File: src/rtl/edid_ddc_pkg.sv
`timescale 1ns/1ps
package edid_ddc_pkg;

  typedef enum logic [1:0] {
    TGT_NONE,
    TGT_OFFSET,
    TGT_READ,
    TGT_SEG
  } ddc_target_e;

  typedef enum logic [3:0] {
    ST_IDLE,
    ST_ADDR,
    ST_ADDR_ACK,
    ST_WR_BYTE,
    ST_WR_ACK,
    ST_FETCH,
    ST_LOAD,
    ST_RD_BYTE,
    ST_RD_ACK,
    ST_IGNORE
  } xfer_state_e;

  // Decode a received address byte against the two device addresses.
  function automatic ddc_target_e classify_addr(input logic [7:0] b,
                                                input logic [6:0] byte_dev,
                                                input logic [6:0] seg_dev);
    if (b[7:1] == byte_dev) return b[0] ? TGT_READ : TGT_OFFSET;
    if (b[7:1] == seg_dev && !b[0]) return TGT_SEG;
    return TGT_NONE;
  endfunction

  // Offset advance stays inside the 256-byte window.
  function automatic logic [7:0] next_offset(input logic [7:0] off);
    return off + 8'd1;
  endfunction

endpackage

File: src/rtl/ddc_bus_sampler.sv
`timescale 1ns/1ps
module ddc_bus_sampler #(
  parameter int SYNC_STAGES = 2
) (
  input  logic clk,
  input  logic rst_n,
  input  logic scl_i,
  input  logic sda_i,
  output logic scl_lvl,
  output logic sda_lvl,
  output logic ev_start,
  output logic ev_stop,
  output logic ev_rise,
  output logic ev_fall
);
  logic [SYNC_STAGES-1:0] scl_pipe;
  logic [SYNC_STAGES-1:0] sda_pipe;
  logic scl_prev, sda_prev;

  genvar g;
  generate
    for (g = 0; g < SYNC_STAGES; g++) begin : g_sync
      if (g == 0) begin : g_first
        always_ff @(posedge clk or negedge rst_n) begin
          if (!rst_n) begin
            scl_pipe[0] <= 1'b1;
            sda_pipe[0] <= 1'b1;
          end else begin
            scl_pipe[0] <= scl_i;
            sda_pipe[0] <= sda_i;
          end
        end
      end else begin : g_next
        always_ff @(posedge clk or negedge rst_n) begin
          if (!rst_n) begin
            scl_pipe[g] <= 1'b1;
            sda_pipe[g] <= 1'b1;
          end else begin
            scl_pipe[g] <= scl_pipe[g-1];
            sda_pipe[g] <= sda_pipe[g-1];
          end
        end
      end
    end
  endgenerate

  assign scl_lvl = scl_pipe[SYNC_STAGES-1];
  assign sda_lvl = sda_pipe[SYNC_STAGES-1];

  always_ff @(posedge clk or negedge rst_n) begin
    if (!rst_n) begin
      scl_prev <= 1'b1;
      sda_prev <= 1'b1;
    end else begin
      scl_prev <= scl_lvl;
      sda_prev <= sda_lvl;
    end
  end

  // SCL high on two successive samples separates START/STOP from clock edges.
  assign ev_start = scl_lvl & scl_prev & sda_prev & ~sda_lvl;
  assign ev_stop  = scl_lvl & scl_prev & ~sda_prev & sda_lvl;
  assign ev_rise  = scl_lvl & ~scl_prev;
  assign ev_fall  = ~scl_lvl & scl_prev;
endmodule

File: src/rtl/edid_segment_reg.sv
`timescale 1ns/1ps
module edid_segment_reg #(
  parameter int SEG_W = 7
) (
  input  logic             clk,
  input  logic             rst_n,
  input  logic             clear,
  input  logic             load,
  input  logic [SEG_W-1:0] din,
  output logic [SEG_W-1:0] seg_q
);
  // Clear wins: a command boundary always returns to window zero.
  always_ff @(posedge clk or negedge rst_n) begin
    if (!rst_n)     seg_q <= '0;
    else if (clear) seg_q <= '0;
    else if (load)  seg_q <= din;
  end
endmodule

File: src/rtl/ddc_xfer_ctrl.sv
`timescale 1ns/1ps
module ddc_xfer_ctrl
  import edid_ddc_pkg::*;
#(
  parameter int         SEG_W    = 7,
  parameter logic [6:0] BYTE_DEV = 7'h50,
  parameter logic [6:0] SEG_DEV  = 7'h30
) (
  input  logic             clk,
  input  logic             rst_n,
  input  logic             ev_start,
  input  logic             ev_stop,
  input  logic             ev_rise,
  input  logic             ev_fall,
  input  logic             sda_lvl,
  input  logic [7:0]       mem_rd_data,
  output logic             sda_pull,
  output logic             scl_pull,
  output logic             mem_rd_en,
  output logic             byte_loaded,
  output logic [7:0]       offset,
  output logic             seg_load,
  output logic [SEG_W-1:0] seg_data
);
  xfer_state_e state;
  ddc_target_e target;
  logic [3:0]  bit_cnt;
  logic [7:0]  rx_sh;
  logic [7:0]  tx_sh;
  logic        ack_q;
  logic        first_wr;
  logic        more_q;
  logic        byte_done;
  ddc_target_e addr_kind;

  assign byte_done = ev_fall && (bit_cnt == 4'd8);
  assign addr_kind = classify_addr(rx_sh, BYTE_DEV, SEG_DEV);

  assign seg_load    = (state == ST_WR_BYTE) && byte_done && (target == TGT_SEG);
  assign seg_data    = rx_sh[SEG_W-1:0];
  assign mem_rd_en   = (state == ST_FETCH);
  assign byte_loaded = (state == ST_LOAD);
  assign scl_pull    = (state == ST_FETCH) || (state == ST_LOAD);
  assign sda_pull    = ack_q || ((state == ST_RD_BYTE) && !tx_sh[7]);

  always_ff @(posedge clk or negedge rst_n) begin
    if (!rst_n) begin
      state    <= ST_IDLE;
      target   <= TGT_NONE;
      bit_cnt  <= '0;
      rx_sh    <= '0;
      tx_sh    <= 8'hFF;
      ack_q    <= 1'b0;
      first_wr <= 1'b0;
      more_q   <= 1'b0;
      offset   <= '0;
    end else if (ev_start) begin
      state   <= ST_ADDR;
      bit_cnt <= '0;
      ack_q   <= 1'b0;
    end else if (ev_stop) begin
      state <= ST_IDLE;
      ack_q <= 1'b0;
    end else begin
      case (state)
        ST_ADDR: begin
          if (ev_rise) begin
            rx_sh   <= {rx_sh[6:0], sda_lvl};
            bit_cnt <= bit_cnt + 4'd1;
          end else if (byte_done) begin
            if (addr_kind == TGT_NONE) begin
              state <= ST_IGNORE;
            end else begin
              target   <= addr_kind;
              ack_q    <= 1'b1;
              first_wr <= 1'b1;
              state    <= ST_ADDR_ACK;
            end
          end
        end
        ST_ADDR_ACK: begin
          if (ev_fall) begin
            ack_q <= 1'b0;
            if (target == TGT_READ) begin
              state <= ST_FETCH;
            end else begin
              state   <= ST_WR_BYTE;
              bit_cnt <= '0;
            end
          end
        end
        ST_WR_BYTE: begin
          if (ev_rise) begin
            rx_sh   <= {rx_sh[6:0], sda_lvl};
            bit_cnt <= bit_cnt + 4'd1;
          end else if (byte_done) begin
            if (target == TGT_OFFSET && first_wr) offset <= rx_sh;
            first_wr <= 1'b0;
            ack_q    <= 1'b1;
            state    <= ST_WR_ACK;
          end
        end
        ST_WR_ACK: begin
          if (ev_fall) begin
            ack_q   <= 1'b0;
            bit_cnt <= '0;
            state   <= ST_WR_BYTE;
          end
        end
        ST_FETCH: begin
          state <= ST_LOAD;
        end
        ST_LOAD: begin
          tx_sh   <= mem_rd_data;
          offset  <= next_offset(offset);
          bit_cnt <= '0;
          state   <= ST_RD_BYTE;
        end
        ST_RD_BYTE: begin
          if (ev_fall) begin
            tx_sh <= {tx_sh[6:0], 1'b1};
            if (bit_cnt == 4'd7) state <= ST_RD_ACK;
            else bit_cnt <= bit_cnt + 4'd1;
          end
        end
        ST_RD_ACK: begin
          if (ev_rise) begin
            more_q <= ~sda_lvl;
          end else if (ev_fall) begin
            state <= more_q ? ST_FETCH : ST_IGNORE;
          end
        end
        default: ;
      endcase
    end
  end
endmodule

File: src/rtl/edid_ddc_target.sv
`timescale 1ns/1ps
module edid_ddc_target #(
  parameter int         MEM_BYTES   = 32768,
  parameter int         SYNC_STAGES = 2,
  parameter logic [6:0] BYTE_DEV    = 7'h50,
  parameter logic [6:0] SEG_DEV     = 7'h30,
  localparam int        SEG_W       = $clog2(MEM_BYTES / 256),
  localparam int        ADDR_W      = SEG_W + 8
) (
  input  logic              clk,
  input  logic              rst_n,
  input  logic              scl_i,
  input  logic              sda_i,
  output logic              scl_pull,
  output logic              sda_pull,
  output logic              mem_rd_en,
  output logic [ADDR_W-1:0] mem_addr,
  input  logic [7:0]        mem_rd_data
);
  logic             scl_lvl, sda_lvl;
  logic             ev_start, ev_stop, ev_rise, ev_fall;
  logic             seg_load, byte_loaded;
  logic [SEG_W-1:0] seg_data, seg_q;
  logic [7:0]       offset;

  ddc_bus_sampler #(.SYNC_STAGES(SYNC_STAGES)) u_sampler (
    .clk(clk), .rst_n(rst_n), .scl_i(scl_i), .sda_i(sda_i),
    .scl_lvl(scl_lvl), .sda_lvl(sda_lvl),
    .ev_start(ev_start), .ev_stop(ev_stop),
    .ev_rise(ev_rise), .ev_fall(ev_fall)
  );

  edid_segment_reg #(.SEG_W(SEG_W)) u_segment (
    .clk(clk), .rst_n(rst_n), .clear(ev_stop), .load(seg_load),
    .din(seg_data), .seg_q(seg_q)
  );

  ddc_xfer_ctrl #(.SEG_W(SEG_W), .BYTE_DEV(BYTE_DEV), .SEG_DEV(SEG_DEV)) u_ctrl (
    .clk(clk), .rst_n(rst_n),
    .ev_start(ev_start), .ev_stop(ev_stop), .ev_rise(ev_rise), .ev_fall(ev_fall),
    .sda_lvl(sda_lvl), .mem_rd_data(mem_rd_data),
    .sda_pull(sda_pull), .scl_pull(scl_pull), .mem_rd_en(mem_rd_en),
    .byte_loaded(byte_loaded), .offset(offset),
    .seg_load(seg_load), .seg_data(seg_data)
  );

  assign mem_addr = {seg_q, offset};
endmodule

File: config.mk
export PLATFORM = sky130hd
export DESIGN_NAME = edid_ddc_target
export DESIGN_NICKNAME = d
export VERILOG_FILES = /design/src/rtl/edid_ddc_pkg.sv /design/src/rtl/ddc_bus_sampler.sv /design/src/rtl/edid_segment_reg.sv /design/src/rtl/ddc_xfer_ctrl.sv /design/src/rtl/edid_ddc_target.sv
export SDC_FILE = /design/constraint.sdc
export NUM_CORES = 1
export LEC_CHECK = 0
export ABC_AREA = 1
export BUFFER_PORTS_ARGS = -buffer_cell sky130_fd_sc_hd__buf_2
export CAP_MARGIN = 20
export CORE_MARGIN = 4
export CORE_UTILIZATION = 25
export DETAILED_ROUTE_END_ITERATION = 8
export SYNTH_ARGS = -nofsm -noshare
export SYNTH_HDL_FRONTEND = slang
export SYNTH_HIERARCHICAL = 1
export SYNTH_SLANG_ARGS = --single-unit
File: constraint.sdc
create_clock -name clk -period 2.92 [get_ports clk]
set_clock_uncertainty 0.2 [all_clocks]
set_input_delay 0.876 -clock clk [delete_from_list [all_inputs] [get_ports clk]]
set_output_delay 0.876 -clock clk [all_outputs]
set_load 0.05 [all_outputs]
==> summary.txt <==
Run status
  • Status: complete, no violations

Timing
  • Fmax: 0.384 GHz
  • Setup TNS: 0 ns
  • Post-route minimum period: 2.61 ns
  • Pins Over Slew Limit: 0
  • Final setup margin: between 0.3 and 0.4 ns
  • Worst rel slew slack: 63.0%
  • Worst Tran Pin Value: 0.556 ns
  • Fin crit share: about nine tenths
  • Final hold viol count: 0
  • Endpoints failing setup: 0
  • RSZ-0062 raised after global routing: no

Power
  • Pwr dens: approximately 660 nW/um^2
  • Net Switching: 803 uW
  • Net Sw Frac: 36.5%
  • Pint: 1.40 mW
  • Flop pwr share: 40.4%
  • Gate power share: 28.9%
  • Leakage: 1.71 nW
  • Clock share of power: 30.7%
  • VDD IR max: around 0.00035 V

Route
  • Routed len/inst: between 10 and 15 um
  • Via Count: 2543
  • Initial DRC count: 152
  • 1st-pass router iterations: 4
  • WL final: 6600 um
  • Post-route ant nets: 0
  • Vias per inst: around 4.5
  • DRC viols: 0

Die
  • Starting Density: 26.0%
  • Die area: 13300 sq um
  • Top-level port count: 30
  • Die Ht: 115 um
  • Cell Rows: 38
  • Core Box Area: between 10000 and 15000 sq um
  • Chip Width: between 100 and 150 um

Clock network
  • Setup bufs post-CTS: 0
  • CTS Buf Count: 5
  • H-Tree Depth: 2
  • Clock slew seen by the registers of the worst setup and hold paths: 0.07 ns
  • Deepest clock path buffer count: 2
  • CTS tree: done
  • Hold Buf Count CTS: 0
  • Clock sinks: 50
  • Worst skew pair latency: approximately 0.29 ns
  • Cts repair resizes: 0
  • Root Driver: clkbuf_16

Critical path
  • CP endpoint kind: output port
  • Worst-path fanout max: 8
  • CP startpoint kind: flip-flop
  • R2R Path End: u_ctrl/state[0]
  • Register-to-Register Path Depth: 12
  • Worst EP arrival: between 1.5 and 2 ns
  • CP required: 1.84 ns
  • Worst r2r src: u_sampler/scl_lvl
  • Worst reg2reg setup slack: 0.55 ns
  • Worst Path Class, Setup: flip-flop to output port

Global route
  • Total grt overflow: 0
  • GR Util All Layers: a little over a tenth
  • Number of global-route vias before repair: about 2500
  • Largest net degree at the start of global routing: 28
  • Initial antenna violation count: 0
  • First-pass GRT wire length: around 12000 um

Logic synthesis
  • Syn Area/Cell: around 7.4 sq um
  • EDFF count, synth: 0
  • Syn. warnings: 6
  • Synth cell types: 36
  • Syn Inst Count: 389
  • Seq cells post-synth: 50
  • Post-synthesis sequential area ratio: 44.0%
  • Area of the mapped netlist: 2880 sq um
  • Most used DFF post-synth: dfrtp_1
  • Async set or reset register ratio after synthesis: 100%
  • Syn_nets: 404

Hold path
  • Worst Hold Path Cells: 0
  • Min-delay src: u_sampler/sda_pipe[0]
  • Worst hold path endpoint: u_sampler/sda_lvl
  • Hold crit path type: flip-flop to flip-flop

Placement
  • DP Wirelength: 5050 um
  • Post-Place Setup Slack: about 0.57 ns
  • Routability Congestion: 0.885
  • PortBufs: 29

Layout
  • Fraction of final layout cells sized beyond drive strength 1: approximately a fifth
  • Area Overhead vs Synth: 16.0%
  • Final net count: around 440
  • Final Core Density: 30.2%
  • N_diodes: 0

Flow run
  • Max-cap violations: 0
registers in the layout, summed over array words and instances, names as in the netlist, 2 cells and up:
signal	cells
u_segment/seg_q	7
u_ctrl/target	2
u_ctrl/rx_sh	8
u_ctrl/tx_sh	8
u_ctrl/offset	8
u_ctrl/bit_cnt	4
u_ctrl/state	4
synth_stat cells (2+ instances only):
| cell | count | area [sq um] |
|---|---|---|
| o211ai_1 | 2 | 15.0 |
| buf_2 | 2 | 10.0 |
| nand3_1 | 29 | 145 |
| o21ai_0 | 21 | 105 |
| nand3_2 | 2 | 20.0 |
| nand3b_1 | 3 | 22.5 |
| inv_2 | 6 | 22.5 |
| nand2_2 | 3 | 18.8 |
| nor2_1 | 42 | 158 |
| dfstp_2 | 14 | 368 |
| buf_6 | 3 | 33.8 |
| a31oi_1 | 7 | 43.8 |
| xor2_1 | 2 | 17.5 |
| a21oi_4 | 2 | 32.5 |
| nand2_1 | 137 | 514 |
| inv_1 | 33 | 124 |
| nor3_1 | 4 | 20.0 |
| dfrtp_1 | 36 | 901 |
| nand4_1 | 9 | 56.3 |
| ha_1 | 3 | 37.5 |
| xnor2_1 | 2 | 17.5 |
| a21oi_1 | 4 | 20.0 |
| buf_4 | 8 | 60.1 |
| nor2_2 | 3 | 18.8 |
metrics by stage:
step	std cells	hold WS [ns]	power [mW]	cell area, sq um
6_report	561	0.157	2.20	3350
5_1_grt	561	0.163	2.37	3350
4_1_cts	561	0.158	2.23	3350
3_5_place_dp	553	0.147	1.54	3170
3_3_place_gp	553	0.146	1.53	3170
2_1_floorplan	389	0.145	1.41	2880
layout make-up:
cell class | count | area, sq um
clock buffers | 5 | 125
clock inverters | 3 | 47.5
fillers | 1197 | 7730
inverters | 40 | 150
multi-input cells | 286 | 1360
flip-flops and latches | 50 | 1270
well taps | 140 | 175
repair buffers | 37 | 218
power groups by stage:
stage	Sequential (mW)	Clock [mW]	Combinational, mW
2_1_floorplan	0.861	0	0.553
3_3_place_gp	0.900	0	0.626
3_5_place_dp	0.902	0	0.634
4_1_cts	0.890	0.701	0.638
5_1_grt	0.909	0.726	0.736
6_report	0.890	0.675	0.637
cells by family after synthesis:
kind of cell	after synthesis	synth area share, %
buffers and inverters	53	8.81
adder cells (fa/ha/maj)	3	1.30
flip-flops	50	44.0
AND/OR/NAND/NOR	236	35.4
XOR/XNOR	4	1.21
AO/OA/AOI/OAI	43	9.28
critical path, stage by stage, from the launching register on:
cell      delay (ns)
dfrtp_1         0.50
nand2_1         0.17
inv_2           0.09
nand2_1         0.07
o21bai_1        0.13
buf_2           0.28
worst max-delay path by stage:
stage	start	end	slack, ns	cells after the start
detailed placement	u_sampler/scl_lvl	u_ctrl/state[0]	0.57	12
CTS	u_ctrl/state[0]	sda_pull	0.31	5
global route	u_ctrl/state[0]	sda_pull	0.23	5
global placement	u_sampler/scl_prev	u_ctrl/offset[4]	0.62	7
finish	u_ctrl/state[0]	sda_pull	0.31	5
floorplan	u_ctrl/state[3]	mem_rd_en	0.20	3
routing by layer:
layer / wire length, um / share of wire [%] / vias to the layer above / GRT usage, %
met5: 0 / 0 / - / 0
met4: 133 / 2.0 / 0 / 4.54
met3: 377 / 5.7 / 11 / 2.05
met2: 2840 / 43 / 59 / 16.5
met1: 3250 / 49 / 1166 / 15.5
li1: - / - / 1307 / -
cell usage in the layout (no fill, tap or decap), types with 3 or more instances in the layout:
cell type	instances
a21oi_1	4
a31oi_1	7
buf_2	29
buf_4	7
clkbuf_16	5
dfrtp_1	36
dfstp_2	14
ha_1	3
inv_1	33
inv_2	6
nand2_1	137
nand2_2	3
nand3_1	29
nand3b_1	3
nand4_1	9
nor2_1	42
nor2_2	3
nor3_1	4
o21ai_0	21
No activity file was read; power rests on OpenSTA's default activity.
